## config.mk

```make
export PLATFORM = sky130hd
export DESIGN_NAME = zdiv_unit
export DESIGN_NICKNAME = d
export VERILOG_FILES = /design/src/rtl/zdiv_pkg.sv /design/src/rtl/zdiv_sign_prep.sv /design/src/rtl/zdiv_core.sv /design/src/rtl/zdiv_sign_fix.sv /design/src/rtl/zdiv_unit.sv
export SDC_FILE = /design/constraint.sdc
export NUM_CORES = 1
export LEC_CHECK = 0
export BUFFER_PORTS_ARGS = -buffer_cell sky130_fd_sc_hd__buf_2
export CORE_MARGIN = 2
export CORE_UTILIZATION = 54
export CTS_CLUSTER_SIZE = 40
export DETAILED_ROUTE_END_ITERATION = 8
export PLACE_DENSITY_LB_ADDON = 0.05
export REMOVE_ABC_BUFFERS = 1
export SYNTH_ARGS = -nofsm -noshare
export SYNTH_HDL_FRONTEND = slang
export SYNTH_SLANG_ARGS = --single-unit
```

## constraint.sdc

```tcl
create_clock -name clk -period 2.5 [get_ports clk]
set_input_delay 0.5 -clock clk [delete_from_list [all_inputs] [get_ports clk]]
set_output_delay 0.5 -clock clk [all_outputs]
set_load 0.1 [all_outputs]
```

## src/rtl/zdiv_pkg.sv

```systemverilog
package zdiv_pkg;
  typedef enum logic [1:0] {
    SZ_HALF = 2'b00,
    SZ_FULL = 2'b01,
    SZ_LONG = 2'b10,
    SZ_RSVD = 2'b11
  } size_e;

  typedef enum logic [1:0] {
    ST_IDLE = 2'd0,
    ST_RUN  = 2'd1,
    ST_FIN  = 2'd2
  } state_e;
endpackage

```

## src/rtl/zdiv_sign_prep.sv

```systemverilog
module zdiv_sign_prep #(
  parameter int OP_W = 16
) (
  input  logic              narrow,
  input  logic              sgn,
  input  logic [2*OP_W-1:0] dividend,
  input  logic [OP_W-1:0]   divisor,
  output logic [2*OP_W-1:0] dvd_mag,
  output logic [OP_W-1:0]   dvs_mag,
  output logic              neg_q,
  output logic              neg_r,
  output logic              zero_div
);
  localparam int HALF = OP_W / 2;
  localparam int DW   = 2 * OP_W;
  localparam logic [DW-1:0]   ONE_D = DW'(1);
  localparam logic [OP_W-1:0] ONE_O = OP_W'(1);

  logic [DW-1:0]   dvd_ext;
  logic [OP_W-1:0] dvs_ext;
  logic            dvd_neg, dvs_neg;

  always_comb begin
    if (narrow) begin
      dvd_ext = sgn ? {{OP_W{dividend[OP_W-1]}}, dividend[OP_W-1:0]}
                    : {{OP_W{1'b0}}, dividend[OP_W-1:0]};
      dvs_ext = sgn ? {{HALF{divisor[HALF-1]}}, divisor[HALF-1:0]}
                    : {{HALF{1'b0}}, divisor[HALF-1:0]};
    end else begin
      dvd_ext = dividend;
      dvs_ext = divisor;
    end
    dvd_neg  = sgn & dvd_ext[DW-1];
    dvs_neg  = sgn & dvs_ext[OP_W-1];
    dvd_mag  = dvd_neg ? (~dvd_ext + ONE_D) : dvd_ext;
    dvs_mag  = dvs_neg ? (~dvs_ext + ONE_O) : dvs_ext;
    neg_q    = dvd_neg ^ dvs_neg;
    neg_r    = dvd_neg;
    zero_div = (dvs_ext == '0);
  end
endmodule

```

## src/rtl/zdiv_core.sv

```systemverilog
module zdiv_core #(
  parameter int OP_W = 16
) (
  input  logic              clk,
  input  logic              rst,
  input  logic              load,
  input  logic              step,
  input  logic              narrow,
  input  logic [2*OP_W-1:0] dvd_mag,
  input  logic [OP_W-1:0]   dvs_mag,
  output logic [2*OP_W-1:0] quot,
  output logic [OP_W-1:0]   rem
);
  localparam int DW = 2 * OP_W;

  logic [DW-1:0]   qsr_q;
  logic [OP_W-1:0] rem_q;
  logic [OP_W-1:0] div_q;
  logic [OP_W:0]   shifted;
  logic [OP_W:0]   diff;
  logic            ge;

  always_comb begin
    shifted = {rem_q, qsr_q[DW-1]};
    ge      = shifted >= {1'b0, div_q};
    diff    = shifted - {1'b0, div_q};
  end

  always_ff @(posedge clk) begin
    if (rst) begin
      qsr_q <= '0;
      rem_q <= '0;
      div_q <= '0;
    end else if (load) begin
      rem_q <= '0;
      div_q <= dvs_mag;
      qsr_q <= narrow ? {dvd_mag[OP_W-1:0], {OP_W{1'b0}}} : dvd_mag;
    end else if (step) begin
      rem_q <= ge ? diff[OP_W-1:0] : shifted[OP_W-1:0];
      qsr_q <= {qsr_q[DW-2:0], ge};
    end
  end

  assign quot = qsr_q;
  assign rem  = rem_q;

  AST_REM_BELOW_DIV: assert property (@(posedge clk) disable iff (rst)
    (div_q != '0) |-> (rem_q < div_q));
endmodule

```

## src/rtl/zdiv_sign_fix.sv

```systemverilog
module zdiv_sign_fix #(
  parameter int OP_W = 16
) (
  input  logic              narrow,
  input  logic              sgn,
  input  logic              neg_q,
  input  logic              neg_r,
  input  logic              zero_div,
  input  logic [2*OP_W-1:0] raw_dvd,
  input  logic [2*OP_W-1:0] qmag,
  input  logic [OP_W-1:0]   rmag,
  output logic [2*OP_W-1:0] res,
  output logic              ovf
);
  localparam int HALF = OP_W / 2;
  localparam int DW   = 2 * OP_W;
  localparam logic [DW-1:0]   ONE_D = DW'(1);
  localparam logic [OP_W-1:0] ONE_O = OP_W'(1);
  localparam logic [DW-1:0]   LIM_H = DW'((64'd1 << (HALF - 1)) - 64'd1);
  localparam logic [DW-1:0]   LIM_F = DW'((64'd1 << (OP_W - 1)) - 64'd1);

  logic [DW-1:0]   q_s;
  logic [OP_W-1:0] r_s;
  logic [DW-1:0]   lim;
  logic            q_ovf;
  logic [HALF-1:0] qn, rn;
  logic [OP_W-1:0] qw, rw;

  always_comb begin
    q_s = neg_q ? (~qmag + ONE_D) : qmag;
    r_s = neg_r ? (~rmag + ONE_O) : rmag;
    lim = narrow ? LIM_H : LIM_F;
    if (sgn) q_ovf = neg_q ? (qmag > (lim + ONE_D)) : (qmag > lim);
    else     q_ovf = narrow ? (|qmag[DW-1:HALF]) : (|qmag[DW-1:OP_W]);

    qn = zero_div ? ~raw_dvd[OP_W-1:HALF] : q_s[HALF-1:0];
    rn = zero_div ?  raw_dvd[HALF-1:0]    : r_s[HALF-1:0];
    qw = zero_div ? ~raw_dvd[DW-1:OP_W]   : q_s[OP_W-1:0];
    rw = zero_div ?  raw_dvd[OP_W-1:0]    : r_s;

    res = narrow ? {{OP_W{1'b0}}, rn, qn} : {rw, qw};
    ovf = zero_div | q_ovf;
  end
endmodule

```

## src/rtl/zdiv_unit.sv

```systemverilog
module zdiv_unit #(
  parameter int OP_W = 16
) (
  input  logic              clk,
  input  logic              rst,
  input  logic              start_i,
  input  logic [1:0]        size_sel_i,
  input  logic              signed_sel_i,
  input  logic [2*OP_W-1:0] dividend_i,
  input  logic [OP_W-1:0]   divisor_i,
  output logic              busy_o,
  output logic              done_o,
  output logic [2*OP_W-1:0] result_o,
  output logic              ovf_o,
  output logic              illegal_o
);
  import zdiv_pkg::*;

  localparam int DW    = 2 * OP_W;
  localparam int CNT_W = $clog2(DW + 1);

  state_e           state_q;
  logic [CNT_W-1:0] cnt_q;
  logic             narrow_q, sgn_q, negq_q, negr_q, zero_q;
  logic [DW-1:0]    raw_q;

  logic             narrow_in, bad_size, accept, load;
  logic [DW-1:0]    dvd_mag, quot, fix_res;
  logic [OP_W-1:0]  dvs_mag, rem;
  logic             p_negq, p_negr, p_zero, fix_ovf;

  assign narrow_in = (size_sel_i == SZ_HALF);
  assign bad_size  = size_sel_i[1];
  assign accept    = start_i && (state_q == ST_IDLE);
  assign load      = accept && !bad_size;
  assign busy_o    = (state_q != ST_IDLE);

  zdiv_sign_prep #(.OP_W(OP_W)) prep_i (
    .narrow(narrow_in), .sgn(signed_sel_i), .dividend(dividend_i),
    .divisor(divisor_i), .dvd_mag(dvd_mag), .dvs_mag(dvs_mag),
    .neg_q(p_negq), .neg_r(p_negr), .zero_div(p_zero));

  zdiv_core #(.OP_W(OP_W)) core_i (
    .clk(clk), .rst(rst), .load(load), .step(state_q == ST_RUN),
    .narrow(narrow_in), .dvd_mag(dvd_mag), .dvs_mag(dvs_mag),
    .quot(quot), .rem(rem));

  zdiv_sign_fix #(.OP_W(OP_W)) fix_i (
    .narrow(narrow_q), .sgn(sgn_q), .neg_q(negq_q), .neg_r(negr_q),
    .zero_div(zero_q), .raw_dvd(raw_q), .qmag(quot), .rmag(rem),
    .res(fix_res), .ovf(fix_ovf));

  always_ff @(posedge clk) begin
    if (rst) begin
      state_q   <= ST_IDLE;
      cnt_q     <= '0;
      narrow_q  <= 1'b0;
      sgn_q     <= 1'b0;
      negq_q    <= 1'b0;
      negr_q    <= 1'b0;
      zero_q    <= 1'b0;
      raw_q     <= '0;
      done_o    <= 1'b0;
      result_o  <= '0;
      ovf_o     <= 1'b0;
      illegal_o <= 1'b0;
    end else begin
      done_o <= 1'b0;
      unique case (state_q)
        ST_IDLE: begin
          if (accept && bad_size) begin
            done_o    <= 1'b1;
            illegal_o <= 1'b1;
            ovf_o     <= 1'b0;
          end else if (load) begin
            state_q  <= ST_RUN;
            cnt_q    <= narrow_in ? CNT_W'(OP_W) : CNT_W'(DW);
            narrow_q <= narrow_in;
            sgn_q    <= signed_sel_i;
            negq_q   <= p_negq;
            negr_q   <= p_negr;
            zero_q   <= p_zero;
            raw_q    <= dividend_i;
          end
        end
        ST_RUN: begin
          cnt_q <= cnt_q - CNT_W'(1);
          if (cnt_q == CNT_W'(1)) state_q <= ST_FIN;
        end
        ST_FIN: begin
          result_o  <= fix_res;
          ovf_o     <= fix_ovf;
          illegal_o <= 1'b0;
          done_o    <= 1'b1;
          state_q   <= ST_IDLE;
        end
        default: state_q <= ST_IDLE;
      endcase
    end
  end

  AST_DONE_SINGLE: assert property (@(posedge clk) disable iff (rst)
    done_o |=> !done_o);
  AST_NO_DONE_WHILE_BUSY: assert property (@(posedge clk) disable iff (rst)
    busy_o |-> !done_o);
  AST_BUSY_AFTER_START: assert property (@(posedge clk) disable iff (rst)
    (start_i && !busy_o && !size_sel_i[1]) |=> busy_o);
  AST_ILLEGAL_QUICK: assert property (@(posedge clk) disable iff (rst)
    (start_i && !busy_o && size_sel_i[1]) |=> (done_o && illegal_o && !busy_o && $stable(result_o)));
  AST_ZERO_FLAGS_OVF: assert property (@(posedge clk) disable iff (rst)
    (done_o && !illegal_o && zero_q) |-> ovf_o);
  AST_START_IGNORED: assert property (@(posedge clk) disable iff (rst)
    (busy_o && start_i) |=> ($stable(raw_q) && $stable(zero_q)));
  AST_HALF_UPPER_CLEAR: assert property (@(posedge clk) disable iff (rst)
    (done_o && !illegal_o && narrow_q) |-> (result_o[DW-1:OP_W] == '0));
endmodule

```

==> results.toml, run 1 <==
[timing]
fmax_mhz = 430
timing.final.crit_share = 0.930
slew_headroom = 0.499
tightestPinTransition_ns = 0.751
period_minus_slack_ns = 2.33
setup_viol = 0
slew_violations = 0
skew_ns = 0.00889
hold_viol_final = 0
rsz0062_at_grt = "false"
finalWorstSetupSlack_ns = 0.175

[critical_path]
crit_slowest_cell = "ha_1"
startpoint_type = "flip-flop"
cp_top_family = "compound AO/OA/AOI/OAI gates"
r2r_end = "core_i.quot[0]$_SDFFE_PP0P_"
path_max_fanout = 15
end_kind = "flip-flop"
crit_chain = "inv_1, ha_1, a21oi_1, o21a_1, o221ai_1, a21o_1, buf_12, o211ai_1, o21ai_0"
rrSetupSlack_ns = 0.17
critPathKind = "reg -> reg"
r2r_cells = 9
arrival_ns = 2.62
path_depth = 9
r2r_start = "core_i.div_q[10]$_SDFFE_PP0P_"
crit_end = "core_i.quot[0]$_SDFFE_PP0P_"
crit_buf_inv = 2
crit_start = "core_i.div_q[10]$_SDFFE_PP0P_"
cp.required_ns = 2.80
cp_slowest_stage_delay_ns = 0.39

[grt]
antenna_found_initial = 0
grt_max_degree = 64
grt_pass1_wl_mm = 47.9
track_usage = 0.340
grt_overflow_total = 0
grt_pass1_vias = 8670

[synthesis]
synth_top_area_share = 0.314
synth_ff_type = "dfxtp_1"
synth_top_cells_by_area = "dfxtp_1 31%, a21oi_1 6.9%, nand2_1 6.9%, o21ai_0 4.8%, ha_1 4.5%"
syn_avg_cell_area_sq_um = 7.69
ys_seq_elements = 144
ys_warn_count = 0
yosys.area.top_type = "dfxtp_1"
ys_types = 72
netlist_instances = 1195
synth_edf_count = 0
synthArstFlopShare = 0
yosysSeqAreaShare = 0.314
synth_area_sq_um = 9190

[clock_tree]
h-tree-depth = 4
cts_setup_buffers = 0
cts_buffers = 17
clkTransAtPathRegs_ns = 0.06
clk_latency_ns = 0.43
cts_buffer_depth = 2
clkSinkCount = 144
cts_tree = "done"
root_buffer = "clkbuf_16"

[placed_design]
io_buffers = 89
preCtsSetupSlack_ns = -0.182
dp.cells = 1514
hpwl_mm = 22.9
gp_congestion = 0.956

[detailed_routing]
routed_wirelength_mm = 30.4
wl_met2_mm = 12.7
first_pass_iters = 8
met3_length_mm = 3.01
highest_layer = "met4"
drt_first_iter_violations = 1220
wire_per_inst_microns = 19.7
vias = 9659
ant_nets = 0
drc = 0
wl_met1_mm = 13.9
viasPerCell = 6.26

[run]
drv_cap = 0

[floorplanning]
fp.dieH_microns = 134
dieArea_sq_um = 18100
start_util = 0.554
io_pins = 90
die_width_microns = 134
rows = 47
core_area_sq_um = 16600

[cells_and_area]
seqCellArea_sq_um = 2880
drive_above_1_share = 0.184
nets = 1401
finalNonFillerCells = 1544
area.growth.synth_to_final_pct = 18.2
diodes = 0
multi_input_area_sq_um = 5880
num-fill-cells = 1547

[power]
power_leakage_nw = 4.41
powerDensity_nw_per_um2 = 641
irDropWorstVdd_v = 0.000570

[outcome]
status = "finished clean"

[min_path]
holdCritPathClass = "in -> reg"
min_from = "divisor_i[0]"
## final cells by class
cell class,instances,share of cell area
clock buffers,19,0.0417
clock inverters,11,0.00853
inverters,36,0.0124
multi-input cells,936,0.541
flip-flops and latches,144,0.266
well taps,220,0.0253
repair buffers,178,0.105
## synth_stat cells, types with 6 or more instances
cell type    n
nand2_1    168
dfxtp_1    144
a21oi_1    126
nor2_1      95
o21ai_0     88
clkbuf_1    62
inv_1       36
xnor2_1     35
ha_1        33
xor2_1      33
mux2i_1     29
nor3_1      22
a211oi_1    15
o211ai_1    15
or3_1       15
nand3_1     13
nor4_1      13
a22oi_1     12
o21a_1      11
o31ai_1     11
o41ai_1     11
a31oi_1     10
buf_1       10
nand4_1     10
o22a_1      10
or2_2       10
a32oi_1      9
nand2b_1     9
nor3b_1      9
or4_1        9
a21o_1       8
a22o_1       8
buf_2        7
nor2b_1      7
mux2_2       6
o221ai_1     6
o22ai_1      6
## per-stage QoR
stage | hold WS (ns) | total power, mW | cell area, sq um | utilization | TNS (ns)
2_1_floorplan | 0.426 | 3.81 | 8880 | - | -131.00
3_3_place_gp | 0.440 | 4.54 | 10300 | 0.622 | -0.193
3_5_place_dp | 0.447 | 4.55 | 10300 | 0.622 | -0.438
4_1_cts | 0.339 | 6.93 | 10900 | 0.655 | 0
5_1_grt | 0.353 | 7.27 | 10900 | 0.655 | 0
6_report | 0.349 | 6.96 | 10900 | 0.655 | 0
## how the worst min path moves through the flow
stage               cells past startpoint                       endpoint  slack [ns]
finish                                  3   core_i.div_q[0]$_SDFFE_PP0P_        0.35
global route                            3   core_i.div_q[0]$_SDFFE_PP0P_        0.35
CTS                                     3   core_i.div_q[0]$_SDFFE_PP0P_        0.34
detailed placement                      2       result_o[6]$_SDFFE_PP0P_        0.45
global placement                        2  core_i.div_q[11]$_SDFFE_PP0P_        0.44
floorplan                               2  core_i.div_q[11]$_SDFFE_PP0P_        0.43
## power breakdown
| part | internal (mW) | switching [mW] | leakage, nW | total (mW) |
|---|---|---|---|---|
| Clock | 1.40 | 1.01 | 0.270 | 2.40 |
| Sequential | 2.42 | 0.123 | 1.17 | 2.54 |
| Combinational | 0.832 | 1.19 | 2.97 | 2.02 |
## placed cells by master (no fill, tap or decap), drive strengths merged, types with 23 or more instances in the layout
cell / instances
xor2: 33
nor3: 23
inv: 36
xnor2: 35
nor2: 95
o21ai: 88
ha: 33
a21oi: 126
dfxtp: 144
buf: 178
mux2i: 29
nand2: 168
## worst register-to-register path: stages, from the launching register on
cell	delay, ns
dfxtp_1	0.34
inv_1	0.11
ha_1	0.39
a21oi_1	0.24
o21a_1	0.23
o221ai_1	0.16
a21o_1	0.21
buf_12	0.16
o211ai_1	0.24
o21ai_0	0.13
## cell families after synthesis
| logic type | count (synthesis) | synth area share |
|---|---|---|
| muxes | 35 | 0.0390 |
| DFF | 144 | 0.314 |
| adders and majority gates | 34 | 0.0471 |
| AOI/OAI and AO/OA | 392 | 0.277 |
| buffers and inverters | 115 | 0.0479 |
| xor gates and xnor gates | 68 | 0.0648 |
| and+or+nand+nor | 407 | 0.211 |
## sequential cells by signal (all words and copies together) (netlist names), 2 cells and up
name and flops:
cnt_q 6, result_o 32, raw_q 32, core_i.quot 32, state_q 2, core_i.div_q 16
core_i.rem 16
## metal layers
| metal | vias to the layer above | global-route usage |
|---|---|---|
| met3 | 63 | 0.0692 |
| met2 | 506 | 0.494 |
| met4 | 0 | 0.106 |
| met1 | 4485 | 0.501 |
| met5 | - | 0 |
| li1 | 4605 | - |
## timing repair
item,4_1_cts,5_1_grt
hold buffers,0,0
gates resized for setup,0,1
endpoints found under the setup margin,0,7
(Power assumes the default switching activity.)
==> inputs of run 2 (changes only) <==
--- a/config.mk
+++ b/config.mk
@@ -10,7 +10,7 @@
 export CORE_UTILIZATION = 54
 export CTS_CLUSTER_SIZE = 40
 export DETAILED_ROUTE_END_ITERATION = 8
-export PLACE_DENSITY_LB_ADDON = 0.05
+export PLACE_DENSITY = 0.77
 export REMOVE_ABC_BUFFERS = 1
 export SYNTH_ARGS = -nofsm -noshare
 export SYNTH_HDL_FRONTEND = slang
==> results.toml, run 2 (synthesis results as in run 1) <==
[outcome]
status = "finished clean"

[critical_path]
end_kind = "flip-flop"
crit_slowest_cell = "fa_1"
critPathKind = "reg -> reg"
crit_start = "core_i.quot[31]$_SDFFE_PP0P_"
cp_slowest_stage_delay_ns = 0.41
startpoint_type = "flip-flop"
crit_chain = "inv_1, ha_1, fa_1, nand2b_1, a21o_1, a21oi_1, nor2_1, nand4bb_1, a32oi_1"
path_max_fanout = 4
cp.required_ns = 2.85
r2r_start = "core_i.quot[31]$_SDFFE_PP0P_"
arrival_ns = 2.71

[placed_design]
hpwl_mm = 22.4
placed_cell_area_sq_um = 10300
io_buffers = 89
gp_congestion = 0.965

[clock_tree]
cts_buffer_depth = 2
h-tree-depth = 4
clkTransAtPathRegs_ns = 0.07
root_buffer = "clkbuf_16"
clkSinkCount = 144
cts_buffers = 17
cts_tree = "done"
ctsHoldBuffers = 0
clk_latency_ns = 0.43

[min_path]
min_from = "dividend_i[12]"
holdCritPathClass = "in -> reg"

[grt]
track_usage = 0.338
grt_pass1_vias = 9168
grt_pass1_wl_mm = 48.2
grt_max_degree = 76
antenna_found_initial = 0
grt_overflow_total = 0

[detailed_routing]
vias = 9805
first_pass_iters = 5
drt_first_iter_violations = 1085
ant_nets = 0
drc = 0
highest_layer = "met4"
routed_wirelength_mm = 30.3
wl_met1_mm = 13.0
wire_per_inst_microns = 19.6
wl_met2_mm = 13.4
viasPerCell = 6.34
met3_length_mm = 2.96

[cells_and_area]
area.growth.synth_to_final_pct = 19.6
drive_above_1_share = 0.185
finalInstanceArea_sq_um = 11000
final_cell_mix = "168 x nand2_1, 143 x dfxtp_1, 125 x a21oi_1"
layout_commonest_cell = "nand2_1"
diodes = 0
nets = 1402
final_util = 0.663

[floorplanning]
start_util = 0.554
rows = 47
io_pins = 90
die_width_microns = 134
fp.dieH_microns = 134
dieArea_sq_um = 18100
core_area_sq_um = 16600

[timing]
period_minus_slack_ns = 2.36
fmax_mhz = 424
hold_viol_final = 0
skew_ns = 0.00800
slew_violations = 0
setup_tns_ns = 0
rsz0062_at_grt = "false"
slew_headroom = 0.452
timing.final.crit_share = 0.944
setup_viol = 0
hold_slack_ns = 0.355
tightestPinTransition_ns = 0.813

[power]
powerDensity_nw_per_um2 = 671
irDropWorstVdd_v = 0.000612
power_leakage_nw = 4.46

[run]
drv_cap = 0
==> run 2: cell types whose count changed in the layout (fill, tap and decap cells not counted), sizes merged <==
| cell | before | now |
|---|---|---|
| clkinv | 8 | 4 |
| inv | 36 | 40 |
| bufinv | 1 | 4 |
| buf | 178 | 179 |
| clkinvlp | 2 | 1 |
==> run 2: stage by stage <==
stage	std cells	setup slack [ns]	power, mW
3_3_place_gp	1515	-0.0719	4.52
4_1_cts	1547	0.125	7.32
5_1_grt	1547	0.000622	7.65
2_1_floorplan	1116	-2.26	3.81
3_5_place_dp	1515	-0.127	4.56
6_report	1547	0.139	7.37
==> run 2: power by group <==
part           leakage, nW  internal [mW]  switching (mW)
logic                 2.98          0.839            1.20
registers             1.17           2.42           0.129
clock network        0.311           1.72            1.07
==> run 2: path summary, 6_finish.rpt <==
check	end	slack (ns)	cells after the start
worst max register to register	core_i.rem[14]$_SDFFE_PP0P_	0.14	9
worst max-delay path	core_i.rem[14]$_SDFFE_PP0P_	0.14	9
worst min register to register	result_o[6]$_SDFFE_PP0P_	0.45	2
worst min-delay path	raw_q[12]$_SDFFE_PP0P_	0.36	3
==> run 2: final cells by class <==
class	count	area, sq um
Clock buffer	19	443
Clock inverter	13	200
Fill cell	1423	5590
Inverter	36	135
Multi-Input combinational cell	936	5880
Sequential cell	144	2880
Tap cell	220	275
Timing Repair Buffer	179	1170
==> run 2: repair_timing <==
item                       4_1_cts  5_1_grt
buffers inserted                 0        0
setup endpoints to repair        0        8
gates resized for setup          0        1
==> run 2: metal layers <==
metal / global-route usage / vias to the layer above
met1: 0.474 / 4548
met3: 0.0631 / 94
li1: - / 4607
met4: 0.123 / 0
met2: 0.518 / 556
met5: 0 / -
==> run 2: worst max-delay path, delay by kind of cell, from the launching register on <==
family                   cells  cell delay, ns
flip-flops                   1            0.37
AND/OR/NAND/NOR              3            0.52
adder cells (fa/ha/maj)      2            0.63
buffers and inverters        1            0.07
AO/OA/AOI/OAI                3            0.68
